$ cat src/rtl/rx_group_decoder.sv
module rx_group_decoder #(
  parameter int GW = 5
) (
  input  logic       clk,
  input  logic       rst_n,
  input  logic       bit_in,
  input  logic       bit_en,
  input  logic       link_ok,
  input  logic       sig_det,
  input  logic       decode_en,
  input  logic       mii_mode,
  output logic [3:0] rxd,
  output logic       rx_dv,
  output logic       rx_er_d4,
  output logic       crs,
  output logic       nib_en
);
  localparam int WW = 2 * GW;
  localparam int CW = $clog2(GW);
  localparam logic [GW-1:0] SYM_J = 5'b11000;
  localparam logic [GW-1:0] SYM_K = 5'b10001;
  localparam logic [GW-1:0] SYM_T = 5'b01101;
  localparam logic [GW-1:0] SYM_I = 5'b11111;

  logic [WW-2:0] hist;
  logic [WW-1:0] win;
  logic [GW-1:0] grp;
  logic [CW-1:0] cnt;
  logic          frame, pend, t_seen, i_seen, byp;
  logic [3:0]    dnib;
  logic          dok;

  assign win = {hist, bit_in};
  assign grp = win[GW-1:0];
  assign byp = !decode_en && mii_mode;
  assign crs = rx_dv;

  always_comb begin
    dok = 1'b1;
    dnib = 4'h0;
    case (grp)
      5'b11110: dnib = 4'h0;
      5'b01001: dnib = 4'h1;
      5'b10100: dnib = 4'h2;
      5'b10101: dnib = 4'h3;
      5'b01010: dnib = 4'h4;
      5'b01011: dnib = 4'h5;
      5'b01110: dnib = 4'h6;
      5'b01111: dnib = 4'h7;
      5'b10010: dnib = 4'h8;
      5'b10011: dnib = 4'h9;
      5'b10110: dnib = 4'hA;
      5'b10111: dnib = 4'hB;
      5'b11010: dnib = 4'hC;
      5'b11011: dnib = 4'hD;
      5'b11100: dnib = 4'hE;
      5'b11101: dnib = 4'hF;
      default:  dok  = 1'b0;
    endcase
  end

  always_ff @(posedge clk or negedge rst_n) begin
    if (!rst_n) begin
      hist <= '0; cnt <= '0;
      frame <= 1'b0; pend <= 1'b0; t_seen <= 1'b0; i_seen <= 1'b0;
      rxd <= 4'h0; rx_dv <= 1'b0; rx_er_d4 <= 1'b0; nib_en <= 1'b0;
    end else begin
      nib_en <= 1'b0;
      if (!link_ok || !sig_det) begin
        frame <= 1'b0; rx_dv <= 1'b0; pend <= 1'b0;
        if (bit_en) hist <= win[WW-2:0];
      end else if (bit_en) begin
        hist <= win[WW-2:0];
        if (!frame) begin
          if (win == {SYM_J, SYM_K}) begin
            frame <= 1'b1; rx_dv <= 1'b1; nib_en <= 1'b1; pend <= 1'b1;
            cnt <= '0; t_seen <= 1'b0; i_seen <= 1'b0;
            rxd <= byp ? SYM_J[3:0] : 4'h5;
            rx_er_d4 <= byp ? SYM_J[4] : 1'b0;
          end
        end else begin
          if (pend) begin
            pend <= 1'b0; nib_en <= 1'b1;
            rxd <= byp ? SYM_K[3:0] : 4'h5;
            rx_er_d4 <= byp ? SYM_K[4] : 1'b0;
          end
          cnt <= (cnt == CW'(GW - 1)) ? '0 : cnt + 1'b1;
          if (cnt == CW'(GW - 1)) begin
            if (t_seen) begin
              frame <= 1'b0; rx_dv <= 1'b0;
            end else if (grp == SYM_T) begin
              t_seen <= 1'b1;
            end else if (grp == SYM_I) begin
              if (i_seen) begin
                frame <= 1'b0; rx_dv <= 1'b0;
              end
              i_seen <= 1'b1;
            end else begin
              i_seen <= 1'b0; nib_en <= 1'b1;
              if (byp) begin
                rxd <= grp[3:0]; rx_er_d4 <= grp[4];
              end else begin
                rxd <= dok ? dnib : 4'h0; rx_er_d4 <= !dok;
              end
            end
          end
        end
      end
    end
  end
endmodule


$ cat config.mk
export PLATFORM = sky130hd
export DESIGN_NAME = rx_group_decoder
export DESIGN_NICKNAME = d
export VERILOG_FILES = /design/src/rtl/rx_group_decoder.sv
export SDC_FILE = /design/constraint.sdc
export NUM_CORES = 1
export LEC_CHECK = 0
export BUFFER_PORTS_ARGS = -buffer_cell sky130_fd_sc_hd__buf_2
export CORE_UTILIZATION = 40
export DETAILED_ROUTE_END_ITERATION = 12
export PLACE_DENSITY = 0.62
export SLEW_MARGIN = 40
export SYNTH_ARGS = -nofsm -noshare
export SYNTH_HDL_FRONTEND = slang
export SYNTH_SLANG_ARGS = --single-unit
export TNS_END_PERCENT = 30
$ cat constraint.sdc
create_clock -name clk -period 4.14 [get_ports clk]
set_input_delay 0 -clock clk [delete_from_list [all_inputs] [get_ports clk]]
set_output_delay 0 -clock clk [all_outputs]
set_load 0.05 [all_outputs]
==> out/results.txt, run 1 <==
The flow ran to the end, and the final reports show no timing, DRC or antenna violations. Counting cells, the worst reg-to-reg path comes to 4. Across the run, the number of max-cap violations was 0.

Summed over all layers, the global routing overflow is 0. The later pin in the worst-skew pair is clocked with a latency of 0.31 ns. Routability-driven placement finished with a final weighted congestion of 0.824. The logs give 0.00313 mm² for the area of the core and 0.00136 mm² for the cell area after technology mapping. Entering global routing, the biggest net connects 24 pins.

The number of synthesized flops with an enable pin works out to 0. A synthesized cell averages 10.1 µm². For the number of setup violations in the final report, the log shows 0. The capture point of the worst reg-to-reg path was pend. The sink of the worst hold path was crs. After the last flow step, the layout net total stands at 160. The logs give 42.4% for the sequential element share of the synthesized area and 1045 for the via count of the first global-routing pass. The tools report the launch point of the critical path as hist[2].

The largest single stage delay on the critical path is 0.54 ns. The register with the most flip-flops in the final layout is hist. The startpoint identified for the worst hold timing path is link_ok. Of all nets on the critical path, the largest fanout is 13. Per report_power, the sequential group accounts for 59.2% of the total.

STA puts the critical path data required time at 4.40 ns. In this run the register-to-register setup slack is 2.02 ns. The number of I/O port buffers was 15.

Leaving out fill and tap cells, the most frequent cells in the layout are 23 x dfrtp_1, 15 x nand2_1, 15 x buf_2. The worst setup path is captured at a flop. The worst reg2reg path startpoint was hist[2].

For this design the total switching power over the nets is 0.000149 W. Per report_power, the combinational group accounts for 19.6% of the total. Post-route clock period utilization: 51.2%. The area enclosed by the die boundary came out at 0.00363 mm². The fraction of power spent switching nets is 30.7%, and the number of nets in the synthesized netlist is 144. The height of the die was 60.2 µm; the leakage power was 0.651 nW. Clock skew on the completed layout was measured at 0.00906 ns.

The worst setup path is of the reg -> reg kind. Fill cells in the final layout number 302. The async set-reset flop share out of synthesis works out to 100%. Final total negative setup slack: 0 ns. The share of cells above drive strength 1 is 26.8%, and the quantity of gates resized following cts is 0. The worst hold path depth works out to 3. The most common cell after layout, fill and taps aside was dfrtp_1. The area of all sequential standard cells was 576 µm²; the die width was 60.2 µm. The slowest stage of the critical path belongs to the cell dlygate4sd3_1. TritonCTS built the clock tree. Dividing the detail-routed via count by the number of cells gives 5.55.

The run gives 42 as the number of design-rule violations left by the first detailed-router iteration. The largest registers in the layout are hist: 9 flops, rxd: 4 flops, cnt: 3 flops. Setup repair after global routing left no endpoint under its margin. The run gives 0.186 mV as the maximum ir drop on the vdd rail.

The biggest area consumer among synthesized cells was dfrtp_1. For the pin with the worst max-slew slack, the measured transition is 0.530 ns. The placed wire-length estimate after detailed placement was 2020 µm; the wire length per cell was 14.6 µm. After clock tree synthesis, the setup repair step added 0 buffers. The routed design could run at a clock period as short as 2.12 ns.

The depth of the CTS H-tree came out at 1. Pin placement for this block handled 16 I/O pins. The length of the first detailed-routing pass in iterations came out at 4. The area growth from synthesis to layout was 11.5%. The power density relative to cell area is 321 mW/mm², and the total of flip-flops plus latches after synthesis is 23.

In this run the remaining antenna-violating nets after routing total 0. Worst min-delay path class: in -> reg. The signal on the critical path passes through nand4b_1 > nor4_4 > o2111a_1 > dlygate4sd3_1.

The number of hold buffers added after CTS was 3. Summing all multi-input logic gate instances after layout gives 721 µm². The flip-flop count of the largest register, all copies and words added is 9. Counting the buffers created by CTS gives 3.

Root buffer selected by CTS: clkbuf_4. For the total global-route track usage, the log shows 17.5%. Ranked by total cell area, the synthesized netlist is headed by dfrtp_1 42%, mux2_2 7.5%, nand2_1 4.2%. Synthesis instantiated 46 different standard cells from the library. For this run, the leading register cell type out of synthesis is dfrtp_1. The hold violation count in the final report was 0; the total power draw was 0.000486 W. The DRC violations left came out at 0. Cells fill 48.4% of the core in the end. The final route contains 1072 vias. Critical path data arrival time: 2.38 ns. The clock drives 23 sinks. Final number of max-transition violations: 0. The achievable frequency is 472 MHz, and the portion of total power attributed to the clock network is 21.2%.

The total inserted antenna cells was 0. The number of placement rows was 20. For this run, the number of Yosys warnings is 0. The run gives 2810 µm as the wire length reported by the detailed router. The internal power component is 0.000337 W. Initial antenna violation count: 0. In this run the tightest slew margin relative to its limit is 64.7%.

The first global-routing pass estimated 4720 µm of wire. The tools report the kind of start point of the critical path as a flop. Clock-pin slew was measured on the worst setup and hold paths at 0.13 ns. The synthesized instance count was 134; the worst-case clock buffer depth was 2. In this run the biggest area consumer among cell types represents 42.4% of the synthesized area. Initial core utilization: 43.4%.
## area by class of cell
class / instances / area share [%]
Clock buffer: 4 / 1.74
Inverter: 8 / 1.99
Multi-Input combinational cell: 96 / 47.6
Sequential cell: 23 / 38.0
Tap cell: 44 / 3.64
Timing Repair Buffer: 18 / 6.95
## through the flow
step	setup slack [ns]	hold slack, ns	area (µm²)	instances
floorplan	2.38	-0.296	1360	134
global placement	2.19	0.00315	1460	186
detailed placement	2.18	0.0126	1460	186
CTS	2.02	0.0283	1510	193
global route	1.90	0.0339	1510	193
finish	2.02	0.0467	1510	193
## layer usage
layer | vias up | wire length, µm | track usage [%]
met5 | - | 0 | 0
met4 | 0 | 19 | 4.65
met3 | 2 | 115 | 4.76
met2 | 27 | 1340 | 27.9
met1 | 520 | 1340 | 23.3
li1 | 523 | - | -
## worst max-delay path, delay by kind of cell (launching register included)
| family | cells | cell delay (ns) |
|---|---|---|
| buffers and inverters | 1 | 0.54 |
| DFF | 1 | 0.52 |
| and+or+nand+nor | 2 | 0.79 |
| AOI/OAI and AO/OA | 1 | 0.23 |
## worst max-delay path by stage
stage                    end
finish                  pend
CTS                     pend
detailed placement  rx_er_d4
floorplan           rx_er_d4
global route            pend
global placement      rxd[3]
## power by group through the flow
stage	combinational [W]	clock [W]	sequential, W
detailed placement	0.0000941	0	0.000292
global route	0.000107	0.000116	0.000293
CTS	0.0000956	0.000108	0.000287
finish	0.0000954	0.000103	0.000288
floorplan	0.0000832	0	0.000274
global placement	0.0000922	0	0.000290
## cell usage after synthesis, types with 3 or more instances
library cell	instances
dfrtp_1	23
nand2_1	15
mux2_2	9
inv_1	8
nand3_1	7
nor2_1	6
clkbuf_1	5
o21ai_0	5
a21oi_1	4
a21oi_2	3
a31oi_1	3
nand2b_1	3
nor2b_1	3
o32ai_1	3
## cells by family (layout without fill, tap and decap cells)
logic type,count (synthesis),in the layout,synth area share [%]
AND/OR/NAND/NOR,44,44,17.8
multiplexers,11,11,9.04
AO/OA/AOI/OAI,39,39,24.4
buffers and inverters,15,30,4.43
flip-flops,23,23,42.4
adder cells (fa/ha/maj),2,2,1.84
Note: power is estimated with default switching activity, not from simulation.
==> run 2: changes to the inputs <==
==> constraint.sdc (replaced) <==
create_clock -name clk -period 2 [get_ports clk]
set_input_delay 0 -clock clk [delete_from_list [all_inputs] [get_ports clk]]
set_output_delay 0 -clock clk [all_outputs]
set_load 0.05 [all_outputs]
==> run 2 against run 1 <==
Compared with the run above: clock power increased by 110%; highest routed layer unchanged; critical endpoint is now rxd[2]; count of clock-buffer cells in the layout unchanged; worst hold slack worse by 0.025 ns; worst setup slack lost 1.9 ns.
==> out/results.txt, run 2 (same netlist as run 1, synthesis figures left out) <==
Area enclosed by the die boundary: 0.00363 mm² (unchanged). The tools report the overall overflow remaining after global route as 0 (unchanged). The initial antenna violation count came out at 0 (unchanged). Clock period minus final worst setup slack: 1.86 ns (-0.256 ns). The total inserted antenna cells is 0 (unchanged).

The worst slack after detailed placement came out at 0.206 ns (-1.97 ns). The cell with the biggest individual delay on the critical path was dfrtp_1. The worst min-delay path class was in -> reg.

Setup repair after global routing left no endpoint under its margin. Smallest setup slack after layout: 0.137 ns (-1.88 ns). The flow ran to the end, and the final reports show no timing, DRC or antenna violations. The tools report the placer congestion estimate as 0.885 (+7.4%). The per-cell via count in the routed design is 5.55 (about the same). The signal on the critical path passes through or3_4 > nor4_4 > buf_4 > buf_4 > a21oi_1 > o2bb2ai_2 > a221oi_2.

The maximum ir drop on the vdd rail is 0.345 mV (+86%), and the placed wire-length estimate after detailed placement is 2200 µm (+8.9%). The worst hold margin is 0.0215 ns (-0.0252 ns). The pin slew with the least headroom to its limit was 0.516 ns (-0.0139 ns). The worst max-slew margin expressed relative to the limit was 65.6% (+0.92 points); the die width was 60.2 µm (unchanged). Maximum fanout along the worst path: 5 (-8). The logs give 0.00313 mm² (unchanged) for the area of the core and 24 (unchanged) for the pin count of the biggest net entering global routing. The post-route cell area is 0.00160 mm² (+5.5%). The height of the die was 60.2 µm (unchanged). The worst-case clock buffer depth came out at 2 (unchanged). The hold violation count in the final report is 0 (unchanged). The library cells used most frequently in the layout, excluding fill and tap cells, are 23 x dfrtp_1, 15 x nand2_1, 15 x buf_2. For the number of antenna-violating nets in the routed design, the log shows 0 (unchanged). Most flop-heavy register: hist. The logs give 576 µm² (unchanged) for the area of all sequential standard cells and 0 (unchanged) for the max-capacitance violation count. The largest registers in the layout are hist: 9 flops, rxd: 4 flops, cnt: 3 flops. The post-route clock period utilization was 93.1% (+42 points). The global-route wire length before repair was 4860 µm (+2.9%).

The number of I/O port buffers is 15 (unchanged). The total power draw was 0.00103 W (+110%). The critical path data arrival time is 2.06 ns (-0.32 ns), and the flip-flop count of the largest register, all copies and words added is 9 (unchanged). The number of top-level design ports is 16 (unchanged).

The area growth from synthesis to layout works out to 17.6%. The run gives 3 (unchanged) as the total clock buffers created by CTS. The run gives 0 ns (unchanged) as the final total negative setup slack. The power density relative to cell area works out to 649 mW/mm² (+100%).

Wire length reported by the detailed router: 2900 µm (+3.1%). The depth of the CTS H-tree was 1 (unchanged). The number of setup violations in the final report is 0 (unchanged), and the DRC violations left is 0 (unchanged). Length of the first detailed-routing pass in iterations: 4 (unchanged).

The logs give 0.704 nW (+8.1%) for the leakage power and 171 (+6.9%) for the number of nets at the end of the flow. The run gives 43.4% (unchanged) as the initial core utilization. The worst setup path is captured at a flop.

Leaving out fill and tap cells, the most frequent cell in the layout is dfrtp_1. The wire length per cell is 14.2 µm (-2.4%). The worst setup path is launched from a flop. Area occupied by multi-input gates: 721 µm² (unchanged). The tools report the achievable frequency as 537 MHz (+14%). Counting stages on the worst path, the most repeated cell is buf_4. The tools report the placement-stage cell area as 0.00152 mm² (+4.6%). The critical path is of the reg -> reg type. The run gives 309 (+2.3%) as the final-layout fill cell count. The via count of the first global-routing pass was 1015 (-2.9%); the share of cells above drive strength 1 was 31.9% (+5.0 points). The final number of max-transition violations was 0 (unchanged).

The via count is 1133 (+5.7%), and the quantity of gates resized following cts is 0 (unchanged). The setup skew after layout was 0.00960 ns (+0.000539 ns). Clock tree synthesis selected as its root buffer the cell clkbuf_4. TritonCTS built the clock tree. The number of design-rule violations left by the first detailed-router iteration was 60 (+43%); the length in cells of the worst reg-to-reg path was 7 (+3). The total global-route track usage is 18.2% (+0.63 points), and the clock-pin slew on the worst setup and hold paths is 0.13 ns (about the same). The worst stage delay on the critical path was 0.41 ns (-0.13 ns); the worst hold path depth was 2 (-1).

Number of placement rows: 20 (unchanged). The later-pin clock latency in the skew report is 0.30 ns (about the same), and the CTS sink count is 23 (unchanged). For the worst endpoint required time, the log shows 2.20 ns (-2.20 ns).
run 2: layer usage:
metal / vias to the layer above / share of wire [%] / global-route usage, %
li1: 548 / - / -
met1: 560 / 49 / 26.5
met2: 23 / 46 / 26.5
met3: 2 / 4.5 / 3.03
met4: 0 / 0.83 / 6.98
met5: - / 0 / 0
run 2: final cells by class:
type / instances / share of cell area, %
multi-input combinational: 96 / 45.2
sequential: 23 / 36.1
timing repair buffer: 29 / 11.8
tap: 44 / 3.45
inverter: 8 / 1.88
clock buffer: 4 / 1.65
run 2: worst max-delay path: cells and delay by family (launching register included):
family                 cells  cell delay (ns)
AOI/OAI and AO/OA          3             0.40
buffers and inverters      2             0.30
DFF                        1             0.41
and+or+nand+nor            2             0.66
run 2: path summary, 6_finish.rpt:
kind                       slack (ns)       to    start
max                              0.14   rxd[2]  hist[5]
max in group asynchronous        1.47  hist[1]    rst_n
min reg2reg                      0.49   cnt[2]   cnt[2]
min                              0.02  hist[8]   bit_en
max reg2reg                      0.14   rxd[2]  hist[5]
min in group asynchronous        0.18   i_seen    rst_n
run 2: timing repair:
action | in CTS | in global routing
setup endpoints to repair | 0 | 1
hold buffers | 3 | 1
buffers inserted | 0 | 2
endpoints found under the hold margin | 24 | 1
run 2: through the flow:
step                utilization, %  cells
CTS                           50.5    202
detailed placement            48.7    195
floorplan                        -    134
global route                  51.0    204
finish                        51.0    204
global placement              48.7    195
run 2: power by group:
part	switching (W)	internal, W	leakage (nW)
sequential	0.0000364	0.000520	0.281
combinational	0.000142	0.000124	0.407
clock	0.000134	0.0000777	0.0150
==> run 3: changes to the inputs <==
--- a/config.mk
+++ b/config.mk
@@ -5,10 +5,12 @@
 export SDC_FILE = /design/constraint.sdc
 export NUM_CORES = 1
 export LEC_CHECK = 0
+export ABC_AREA = 1
 export BUFFER_PORTS_ARGS = -buffer_cell sky130_fd_sc_hd__buf_2
 export CORE_UTILIZATION = 40
+export CTS_BUF_LIST = sky130_fd_sc_hd__clkbuf_16
 export DETAILED_ROUTE_END_ITERATION = 12
-export PLACE_DENSITY = 0.62
+export PLACE_DENSITY = 0.58
 export SLEW_MARGIN = 40
 export SYNTH_ARGS = -nofsm -noshare
 export SYNTH_HDL_FRONTEND = slang
==> run 3 against run 2 <==
Compared with the run above: synthesized cell count is 43% higher; total power is 6.6% higher; sequential share of layout area is 0.72 points higher; critical path depth is 1 lower; count of clock-buffer cells in the layout is 1 lower; global-route usage is 0.67 points lower; highest routed layer unchanged.
==> out/results.txt, run 3 <==
The flow ran to the end, and the final reports show no timing, DRC or antenna violations. The number of antenna-violating nets in the routed design is 0 (unchanged), and the clock-pin slew on the worst setup and hold paths is 0.06 ns (-0.07 ns). The placed wire-length estimate after detailed placement came out at 2150 µm (-2.0%). The tools report the pin count of the biggest net entering global routing as 24 (unchanged).

The tools report the net switching power as 0.000287 W (-8.3%). The total of warnings raised by yosys is 0 (unchanged). For the worst endpoint required time, the log shows 2.19 ns (about the same).

For the number of nets in the synthesized netlist, the log shows 201 (+40%). The tools report the placer congestion estimate as 0.841 (-5.0%). The maximum fanout along the worst path was 14 (+9). The run gives 0.0253 ns (+0.00381 ns) as the worst hold margin. Worst stage delay on the critical path: 0.57 ns (+0.16 ns). By startpoint and endpoint, the worst setup path is classified as reg -> reg. The length of the first detailed-routing pass in iterations is 4 (unchanged). For the achievable frequency, the log shows 597 MHz (+11%). Summed over all instances, the cell type with the most area after synthesis is dfrtp_1. The tools report the setup skew after layout as 0.00238 ns (-0.00722 ns). The area of the core is 0.00315 mm² (+0.80%). For the maximum ir drop on the vdd rail, the log shows 0.280 mV (-19%).

The power density relative to cell area was 705 mW/mm² (+8.8%). The fraction of post-synthesis cell area in the top cell type by area works out to 41.9% (-0.50 points). The largest registers in the layout are hist: 9 flops, rxd: 4 flops, cnt: 3 flops.

Sort of element at the end of the critical path: a flop. Clock period minus final worst setup slack: 1.68 ns (-0.188 ns). For the global-route wire length before repair, the log shows 4730 µm (-2.7%). Worst-case clock buffer depth: 2 (unchanged). The post-route clock period utilization was 83.8% (-9.4 points).

The kind of start point of the critical path was a flop. The cell area after technology mapping is 0.00137 mm² (+1.2%), and the total of flip-flops plus latches after synthesis is 23 (unchanged). The run gives 250 (+23%) as the count of non-filler cells in the finished layout.

The logs give 68 (+13%) for the number of design-rule violations left by the first detailed-router iteration and 0.25 ns (-0.05 ns) for the later-pin clock latency in the skew report. The pin slew with the least headroom to its limit works out to 0.524 ns (+0.00812 ns). In the post-synthesis netlist, the cell with the most instances is nand2_1. The number of top-level design ports is 16 (unchanged), and the total inserted antenna cells is 0 (unchanged).

The max-capacitance violation count is 0 (unchanged). In the synthesized netlist, the cells that appear most often are 60 x nand2_1, 23 x dfrtp_1, 19 x inv_1. The tools report the hold violation count in the final report as 0 (unchanged). The async set-reset flop share out of synthesis is 100% (unchanged), and the die width is 60.6 µm (+0.58%). The number of different library cells in the post-synthesis netlist is 30 (-35%). The number of I/O port buffers works out to 15 (unchanged). The flip-flop count of the largest register, all copies and words added came out at 9 (unchanged).

The fraction of power spent switching nets works out to 26.0% (-4.2 points). The tools report the portion of total power attributed to the clock network as 38.0% (+18 points). The fraction of power consumed by sequential logic is 48.1% (-5.7 points), and the CTS sink count is 23 (unchanged). The final number of max-transition violations was 0 (unchanged); the flop-to-flop setup slack was 0.32 ns (+0.19 ns). After synthesis, the cell types taking the most area are dfrtp_1 42%, nand2_1 16%, nand3_1 6.2%. The depth of the CTS H-tree is 1 (unchanged), and the total global-route track usage is 17.5% (-0.67 points).

The logs give 0 (unchanged) for the quantity of gates resized following cts and 217 (+27%) for the number of nets at the end of the flow. Final total negative setup slack: 0 ns (unchanged). For the synthesized instance count, the log shows 191 (+43%).

The logs give 0.325 ns (+0.188 ns) for the smallest setup slack after layout and 49.6% (-1.4 points) for the final design utilization. The post-synthesis area per instance works out to 7.19 µm² (-29%). Number of synthesized flops with an enable pin: 0 (unchanged). The tools report the initial core utilization as 43.5% (+0.17 points). The number of placement rows was 20 (unchanged). Leaving out fill and tap cells, the most frequent cell in the layout is nand2_1. The number of setup violations in the final report is 0 (unchanged), and the wire length per cell is 11.2 µm (-21%). Leading register cell type out of synthesis: dfrtp_1.

For the final-layout fill cell count, the log shows 333 (+7.8%). The via count of the first global-routing pass is 1075 (+5.9%), and the height of the die is 60.6 µm (+0.58%). The leakage power is 0.806 nW (+15%).

hist holds more flip-flops than any other register. The area growth from synthesis to layout was 13.9%. The cell with the biggest individual delay on the critical path is dfrtp_1. The wire length reported by the detailed router was 2810 µm (-3.1%).

The internal power component was 0.000816 W (+13%). The DRC violations left was 0 (unchanged); the sequential element share of the synthesized area was 41.9% (-0.50 points). The signal on the critical path passes through inv_1 > o21ai_2 > nand3_2 > nor2_1 > nand3_1 > nand2_1. Total clock buffers created by CTS: 3 (unchanged).

The worst max-slew margin expressed relative to the limit was 65.1% (-0.54 points); the area enclosed by the die boundary was 0.00367 mm² (+1.2%). The path class of the tightest hold or removal check is in -> reg. The per-cell via count in the routed design was 4.88 (-12%); the number of placed instances, taps included was 245 (+26%).

The part of the total power dissipated in combinational logic was 13.9% (-12 points). Setup repair after global routing left no endpoint under its margin. The share of cells above drive strength 1 came out at 17.5% (-14 points). For the critical path data arrival time, the log shows 1.87 ns (-0.19 ns).

The run gives 0 (unchanged) as the initial antenna violation count. The worst slack after detailed placement is 0.336 ns (+0.130 ns), and the overall overflow remaining after global route is 0 (unchanged). Clock tree synthesis selected as its root buffer the cell clkbuf_16. The via count came out at 1221 (+7.8%). TritonCTS built the clock tree. Leaving out fill and tap cells, the most frequent cells in the layout are 60 x nand2_1, 23 x dfrtp_1, 20 x inv_1.
## run 3: changes by cell type in the layout (fill, tap and decap cells not counted), sizes merged, moves of 9 or more
cell / delta
inv: +17
mux2: -9
buf: -10
o21ai: +9
nand2: +46
nand3: +11
nor2: +16
## run 3: what timing repair did
item                                   4_1_cts  5_1_grt
setup endpoints to repair                    0        0
setup buffers                                0        0
hold buffers                                 1        0
endpoints found under the hold margin       23        0
## run 3: layer usage
layer | vias to the layer above | track usage, % | part of all wire [%]
li1 | 635 | - | -
met1 | 551 | 24.0 | 48
met2 | 30 | 27.9 | 45
met3 | 5 | 2.56 | 5.7
met4 | 0 | 6.82 | 1.4
met5 | - | 0 | 0
## run 3: power groups by stage
stage,Combinational (W),Clock [W],Sequential (W)
after global placement,0.000154,0,0.000538
final,0.000154,0.000419,0.000530
after global routing,0.000178,0.000455,0.000536
after detailed placement,0.000155,0,0.000539
after CTS,0.000157,0.000431,0.000530
after floorplan,0.000109,0,0.000535
## run 3: worst paths after layout
path | start | depth (start not counted) | to
max reg2reg | frame | 6 | rxd[1]
min | sig_det | 3 | frame
max | frame | 6 | rxd[1]
max in group asynchronous | rst_n | 2 | cnt[1]
min in group asynchronous | rst_n | 2 | hist[7]
min reg2reg | crs | 2 | crs
## run 3: logic make-up (layout without fill, tap and decap cells)
| family | after synthesis | count (layout) | synth area share [%] |
|---|---|---|---|
| fa+ha+maj | 2 | 2 | 1.82 |
| compound gates | 29 | 29 | 12.1 |
| flops | 23 | 23 | 41.9 |
| xor+xnor | 1 | 1 | 0.638 |
| simple gates | 105 | 105 | 33.5 |
| mux | 1 | 1 | 0.820 |
| buf+inv | 30 | 45 | 9.12 |
## run 3: area by class of cell
cell class	instances	area (µm²)	area share, %
multi-input combinational	138	672	43.0
tap	44	55.1	3.52
sequential	23	576	36.8
inverter	24	90.1	5.76
clock inverter	1	3.75	0.240
clock buffer	3	75.1	4.80
timing repair buffer	17	92.6	5.92
## run 3: critical path: cells and delay by family, from the launching register on
family | cells | cell delay [ns]
DFF | 1 | 0.57
AOI/OAI and AO/OA | 1 | 0.13
buffers and inverters | 1 | 0.24
and+or+nand+nor | 4 | 0.68
## run 3: metrics by stage
step                total power (W)  instance area, µm²
floorplan                  0.000644                1370
global placement           0.000691                1480
detailed placement         0.000694                1480
CTS                         0.00112                1560
global route                0.00117                1560
finish                      0.00110                1560
